$ cat src/rtl/ewp_pkg.sv
package ewp_pkg;

   // Two ways to build the group selector.
   typedef enum logic [0:0] {
      MUX_INDEXED = 1'b0,   // variable part-select
      MUX_ANDOR   = 1'b1    // decoded AND-OR reduction
   } mux_style_e;

   function automatic int unsigned width_of(input int unsigned n);
      return (n <= 1) ? 1 : $clog2(n);
   endfunction

endpackage

$ cat src/rtl/ewp_group_mux.sv
module ewp_group_mux #(
   parameter int unsigned         N_SRC     = 128,
   parameter int unsigned         GRP_W     = 8,
   parameter int unsigned         SEL_W     = 4,
   parameter ewp_pkg::mux_style_e MUX_STYLE = ewp_pkg::MUX_INDEXED,
   localparam int unsigned        N_GRP     = N_SRC / GRP_W
) (
   input  logic [N_SRC-1:0] src_i,
   input  logic [SEL_W-1:0] sel_i,
   output logic [GRP_W-1:0] slot_o
);

   generate
      if (MUX_STYLE == ewp_pkg::MUX_INDEXED) begin : g_indexed
         assign slot_o = src_i[int'(sel_i)*GRP_W +: GRP_W];
      end else begin : g_andor
         always_comb begin
            slot_o = '0;
            for (int g = 0; g < N_GRP; g++) begin
               if (sel_i == SEL_W'(g)) begin
                  slot_o = slot_o | src_i[g*GRP_W +: GRP_W];
               end
            end
         end
      end
   endgenerate

endmodule

$ cat src/rtl/ewp_slot_ctrl.sv
module ewp_slot_ctrl #(
   parameter int unsigned SAMPLES = 8,
   parameter int unsigned SEL_W   = 4,
   localparam int unsigned CNT_W  = ewp_pkg::width_of(SAMPLES)
) (
   input  logic             clk_i,
   input  logic             rst_i,
   input  logic             run_i,     // all three controls high
   input  logic             free_i,    // output stage can take a word
   input  logic [SEL_W-1:0] sel_i,
   output logic             adv_o,     // a slot is sampled this cycle
   output logic [CNT_W-1:0] idx_o,     // slot written this cycle
   output logic             done_o     // last slot written this cycle
);

   localparam logic [CNT_W-1:0] LAST = CNT_W'(SAMPLES - 1);

   logic [CNT_W-1:0] cnt_q;
   logic [SEL_W-1:0] grp_q;
   logic             start;

   assign adv_o  = run_i && free_i;
   assign start  = adv_o && ((cnt_q == '0) || (sel_i != grp_q));
   assign idx_o  = start ? '0 : cnt_q;
   assign done_o = adv_o && !start && (cnt_q == LAST);

   always_ff @(posedge clk_i) begin
      if (rst_i) begin
         cnt_q <= '0;
         grp_q <= '0;
      end else if (!run_i) begin
         cnt_q <= '0;
      end else if (start) begin
         cnt_q <= CNT_W'(1);
         grp_q <= sel_i;
      end else if (done_o) begin
         cnt_q <= '0;
      end else if (adv_o) begin
         cnt_q <= cnt_q + 1'b1;
      end
   end

endmodule

$ cat src/rtl/ewp_word_buf.sv
module ewp_word_buf #(
   parameter int unsigned GRP_W   = 8,
   parameter int unsigned SAMPLES = 8,
   localparam int unsigned CNT_W  = ewp_pkg::width_of(SAMPLES),
   localparam int unsigned PART_W = (SAMPLES - 1) * GRP_W
) (
   input  logic              clk_i,
   input  logic              rst_i,
   input  logic              wr_en_i,
   input  logic [CNT_W-1:0]  wr_idx_i,
   input  logic [GRP_W-1:0]  slot_i,
   output logic [PART_W-1:0] part_o
);

   // One register per slot except the last, which goes straight to the output.
   generate
      for (genvar k = 0; k < SAMPLES - 1; k++) begin : g_slot
         logic [GRP_W-1:0] slot_q;
         always_ff @(posedge clk_i) begin
            if (rst_i) begin
               slot_q <= '0;
            end else if (wr_en_i && (wr_idx_i == CNT_W'(k))) begin
               slot_q <= slot_i;
            end
         end
         assign part_o[k*GRP_W +: GRP_W] = slot_q;
      end
   endgenerate

endmodule

$ cat src/rtl/ewp_out_stage.sv
module ewp_out_stage #(
   parameter int unsigned WORD_W = 64
) (
   input  logic              clk_i,
   input  logic              rst_i,
   input  logic              load_i,
   input  logic [WORD_W-1:0] word_i,
   input  logic              ready_i,
   output logic              free_o,
   output logic              valid_o,
   output logic [WORD_W-1:0] data_o
);

   logic              valid_q;
   logic [WORD_W-1:0] data_q;

   assign free_o  = !valid_q || ready_i;
   assign valid_o = valid_q;
   assign data_o  = data_q;

   always_ff @(posedge clk_i) begin
      if (rst_i) begin
         valid_q <= 1'b0;
         data_q  <= '0;
      end else if (load_i) begin
         valid_q <= 1'b1;
         data_q  <= word_i;
      end else if (ready_i) begin
         valid_q <= 1'b0;
      end
   end

endmodule

$ cat src/rtl/entropy_word_packer.sv
module entropy_word_packer #(
   parameter int unsigned         N_SRC     = 128,
   parameter int unsigned         GRP_W     = 8,
   parameter int unsigned         SAMPLES   = 8,
   parameter ewp_pkg::mux_style_e MUX_STYLE = ewp_pkg::MUX_INDEXED,
   localparam int unsigned        N_GRP     = N_SRC / GRP_W,
   localparam int unsigned        SEL_W     = ewp_pkg::width_of(N_GRP),
   localparam int unsigned        CNT_W     = ewp_pkg::width_of(SAMPLES),
   localparam int unsigned        WORD_W    = GRP_W * SAMPLES,
   localparam int unsigned        PART_W    = (SAMPLES - 1) * GRP_W
) (
   input  logic              clk_i,
   input  logic              rst_i,
   input  logic              blk_en_i,
   input  logic              src_en_i,
   input  logic              raw_req_i,
   input  logic [SEL_W-1:0]  grp_sel_i,
   input  logic [N_SRC-1:0]  src_bits_i,
   output logic [WORD_W-1:0] word_data_o,
   output logic              word_valid_o,
   input  logic              word_ready_i
);

   generate
      if (N_SRC % GRP_W != 0) begin : g_bad_split
         $error("N_SRC must be a multiple of GRP_W");
      end
      if ((1 << SEL_W) != N_GRP) begin : g_bad_groups
         $error("group count must be a power of two");
      end
      if (SAMPLES < 2) begin : g_bad_samples
         $error("SAMPLES must be at least 2");
      end
   endgenerate

   logic              run;
   logic              adv;
   logic              done;
   logic              free;
   logic [CNT_W-1:0]  idx;
   logic [GRP_W-1:0]  slot;
   logic [PART_W-1:0] part;

   assign run = blk_en_i && src_en_i && raw_req_i;

   ewp_group_mux #(
      .N_SRC     (N_SRC),
      .GRP_W     (GRP_W),
      .SEL_W     (SEL_W),
      .MUX_STYLE (MUX_STYLE)
   ) mux_i (
      .src_i  (src_bits_i),
      .sel_i  (grp_sel_i),
      .slot_o (slot)
   );

   ewp_slot_ctrl #(
      .SAMPLES (SAMPLES),
      .SEL_W   (SEL_W)
   ) ctrl_i (
      .clk_i  (clk_i),
      .rst_i  (rst_i),
      .run_i  (run),
      .free_i (free),
      .sel_i  (grp_sel_i),
      .adv_o  (adv),
      .idx_o  (idx),
      .done_o (done)
   );

   ewp_word_buf #(
      .GRP_W   (GRP_W),
      .SAMPLES (SAMPLES)
   ) buf_i (
      .clk_i    (clk_i),
      .rst_i    (rst_i),
      .wr_en_i  (adv),
      .wr_idx_i (idx),
      .slot_i   (slot),
      .part_o   (part)
   );

   ewp_out_stage #(
      .WORD_W (WORD_W)
   ) out_i (
      .clk_i   (clk_i),
      .rst_i   (rst_i),
      .load_i  (done),
      .word_i  ({slot, part}),
      .ready_i (word_ready_i),
      .free_o  (free),
      .valid_o (word_valid_o),
      .data_o  (word_data_o)
   );

endmodule

$ cat config.mk
export PLATFORM = sky130hd
export DESIGN_NAME = entropy_word_packer
export DESIGN_NICKNAME = d
export VERILOG_FILES = /design/src/rtl/ewp_pkg.sv /design/src/rtl/ewp_group_mux.sv /design/src/rtl/ewp_slot_ctrl.sv /design/src/rtl/ewp_word_buf.sv /design/src/rtl/ewp_out_stage.sv /design/src/rtl/entropy_word_packer.sv
export SDC_FILE = /design/constraint.sdc
export NUM_CORES = 1
export LEC_CHECK = 0
export ABC_AREA = 1
export BUFFER_PORTS_ARGS = -buffer_cell sky130_fd_sc_hd__buf_4
export CAP_MARGIN = 20
export CELL_PAD_IN_SITES_DETAIL_PLACEMENT = 1
export CELL_PAD_IN_SITES_GLOBAL_PLACEMENT = 1
export CORE_ASPECT_RATIO = 1.1
export CORE_MARGIN = 2
export CORE_UTILIZATION = 35
export DETAILED_ROUTE_END_ITERATION = 7
export PLACE_DENSITY_LB_ADDON = 0.1
export SKIP_LAST_GASP = 1
export SYNTH_ARGS = -nofsm -noshare
export SYNTH_HDL_FRONTEND = slang
export SYNTH_SLANG_ARGS = --single-unit
$ cat constraint.sdc
create_clock -name clk_i -period 2.9 [get_ports clk_i]
set_input_delay 0.145 -clock clk_i [delete_from_list [all_inputs] [get_ports clk_i]]
set_output_delay 0.145 -clock clk_i [all_outputs]
set_load 0.01 [all_outputs]
==> flow_metrics.py <==
metrics = {
    "status": {
        "status": "finished clean",
    },
    "timing": {
        "finalSetupViolations": 0,
        "fin_skew_ps": 10.2,
        "fmax_mhz": 471,
        "finalCritPeriodShare_pct": 73.2,
        "hold_slack_ps": 96.6,
        "worst_pin_slew_ps": 835,
        "post-route-min-period_ps": 2120,
        "slew_headroom_pct": 44.3,
        "slew_violations": 0,
        "tns_ps": 0,
        "rsz0062_at_grt": "false",
        "finalHoldViolations": 0,
    },
    "global_routing": {
        "grt.total_usage_pct": 22.0,
        "grt_remaining_overflow": 0,
        "grt_max_degree": 88,
        "grt_pass1_vias": 6577,
        "grt_pass1_wl_um": 33200,
        "antenna_found_initial": 0,
    },
    "place": {
        "dp_hpwl_um": 14800,
        "port_buffers": 202,
        "place_congestion": 0.808,
    },
    "synth": {
        "syn_area_per_cell_sq_um": 6.65,
        "postSynthCellCount": 943,
        "synth_edf_count": 0,
        "yosys-top-cells-count": "nand2_1, nor2_1, dfxtp_1",
        "synth_nets": 1084,
        "yosysTopAreaCell": "dfxtp_1",
        "ys_ff_latch": 128,
        "yosysSeqAreaShare_pct": 40.8,
        "async_reset_ff_share_pct": 0,
        "syn-cell-area_sq_um": 6270,
        "yosys.cell_types.count": 29,
        "synth_top_area_share_pct": 40.8,
        "synth_area_leaders": "dfxtp_1, nand2_1, nor2_1, o21ai_0, inv_1",
        "yosysWarnings": 0,
        "synth_ff_type": "dfxtp_1",
    },
    "route": {
        "num_vias": 6472,
        "drt-wirelength-per-cell_um": 15.1,
        "drc": 0,
        "drt_iter0_drc": 312,
        "routed_via_density": 4.73,
        "antenna_left": 0,
        "wl_um": 20600,
        "dr.pass1.iters": 6,
    },
    "cells_and_area": {
        "fillCellCount": 2355,
        "syn_to_final_growth_pct": 34.9,
        "multiInputGateArea_sq_um": 3090,
        "fin_nets": 1258,
        "drive_above_1_share_pct": 23.7,
        "seq_area_sq_um": 2560,
        "antenna_cells": 0,
    },
    "clocking": {
        "cts_setup_buffers": 0,
        "cts-resized-gates": 0,
        "clk_latency_ps": 420,
        "cts_sinks": 128,
        "clock_path_buffers": 2,
        "root_buffer": "clkbuf_16",
        "numCtsBuffers": 17,
        "path_clk_slew_ps": 60,
        "ctsHoldBuffers": 1,
        "cts_tree": "done",
        "cts-htree-levels": 4,
    },
    "setup_path": {
        "slowest_stage": "buf_4",
        "cp_data_arrival_time_ps": 2470,
        "path_buf_inv": 2,
        "crit_path_frequent_cell": "nor2_4",
        "crit_path_cell_trace": "inv_1 > ha_1 > nand2_2 > nand3_2 > nor2_4 > nand3_4 > nor2_4 > buf_4 > o21ai_0 > a21oi_1",
        "crit_type": "reg2reg",
        "crit_path_max_fanout": 27,
        "slowest_delay_ps": 360,
        "endpoint_kind": "flop",
        "crit_family": "simple AND/OR/NAND/NOR gates",
        "required_ps": 3250,
        "critPathLaunchType": "flop",
    },
    "power_and_ir_drop": {
        "power_density_nw_per_um2": 509,
        "cellLeakagePower_uw": 0.00425,
        "vdd_ir_drop_max_uv": 384,
    },
    "die": {
        "num_rows": 51,
        "dieWidth_um": 132,
        "core_sq_um": 17600,
        "floorplan.initialDensity_pct": 35.6,
        "dieArea_sq_um": 19000,
        "die_h_um": 144,
        "io_pins": 203,
    },
    "hold_path": {
        "hold_class": "in2reg",
    },
    "run": {
        "max_cap_viol_count": 0,
    },
}
## through the flow
stage / cell area [sq um] / worst slack (ps) / std cells / total power [uW] / util, %
2_1_floorplan: 6270 / 887 / 943 / 2060 / -
6_report: 8470 / 778 / 1368 / 4310 / 48.1
3_3_place_gp: 7880 / 743 / 1335 / 2300 / 44.8
3_5_place_dp: 7880 / 752 / 1335 / 2300 / 44.8
5_1_grt: 8470 / 564 / 1368 / 4500 / 48.1
4_1_cts: 8470 / 750 / 1368 / 4360 / 48.1
## flip-flops by register name (all words and copies together), names as in the netlist
register             count
out_i.data_o            64
ctrl_i.cnt_q             3
out_i.valid_o            1
ctrl_i.grp_q             4
buf_i.g_slot.slot_q     56
## tightest hold or removal path: cells and delay by family
kind	cells	cell delay [ps]
AND/OR/NAND/NOR	1	120
AO/OA/AOI/OAI	1	70
buffers and inverters	2	140
## metal layers
metal	GRT usage [%]	vias up	wire length, um
met3	5.68	17	1120
met5	0	-	0
met4	6.24	0	258
met2	40.0	156	10300
li1	-	3329	-
met1	25.6	2970	8940
## area by class of cell
cell class | count | share of cell area (%)
flip-flops and latches | 128 | 30.3
clock inverters | 13 | 1.54
repair buffers | 213 | 19.4
well taps | 238 | 3.52
clock buffers | 19 | 5.23
multi-input cells | 677 | 36.5
inverters | 80 | 3.62
## logic make-up (layout without fill, tap and decap cells)
kind of cell	Yosys count	in the layout	synth area share (%)
adder cells (fa/ha/maj)	3	3	0.598
buffers and inverters	138	325	9.95
XOR/XNOR	1	1	0.140
AO/OA/AOI/OAI	170	170	14.8
AND/OR/NAND/NOR	503	503	33.7
flip-flops	128	128	40.8
## layout by cell type, fill, tap and decap left out
| cell type | count |
|---|---|
| dfxtp_1 | 128 |
| buf_12 | 3 |
| o31ai_4 | 1 |
| nand2_4 | 2 |
| clkinv_2 | 1 |
| nand3_2 | 1 |
| nor2_8 | 2 |
| nand3_1 | 50 |
| xor2_1 | 1 |
| clkbuf_16 | 17 |
| inv_2 | 4 |
| buf_4 | 209 |
| dlygate4sd3_1 | 1 |
| inv_1 | 73 |
| clkbuf_8 | 1 |
| inv_8 | 1 |
| nor2_4 | 2 |
| o21ai_1 | 21 |
| clkinv_4 | 2 |
| ha_1 | 3 |
| clkinvlp_4 | 6 |
| nand4_1 | 3 |
| o21ai_0 | 78 |
| clkbuf_1 | 1 |
| nor2_1 | 217 |
| nand2_2 | 3 |
| o211ai_1 | 20 |
| a21oi_4 | 1 |
| bufinv_16 | 1 |
| nand3_4 | 3 |
| a21oi_1 | 49 |
| inv_4 | 2 |
| inv_6 | 3 |
| nand2_1 | 217 |
| nor2_2 | 1 |
| nand4_4 | 2 |
## report_power, final
| group | internal (uW) | switching [uW] | total (uW) |
|---|---|---|---|
| Clock | 1220 | 835 | 2050 |
| Combinational | 211 | 271 | 481 |
| Sequential | 1770 | 6.99 | 1780 |
| Total | 3200 | 1110 | 4310 |
## worst paths after layout
check,slack (ps),to,start,depth (start not counted)
setup / recovery,780,out_i.data_o[57]$_SDFFE_PP0P_,ctrl_i.cnt_q[0]$_SDFFE_PP0P_,10
setup reg to reg,780,out_i.data_o[57]$_SDFFE_PP0P_,ctrl_i.cnt_q[0]$_SDFFE_PP0P_,10
hold / removal,100,out_i.valid_o$_SDFFE_PP0P_,word_ready_i,4
hold reg to reg,450,out_i.data_o[9]$_SDFFE_PP0P_,buf_i.g_slot[1].slot_q[1]$_SDFFE_PP0P_,2
No activity file was read; power rests on OpenSTA's default activity.
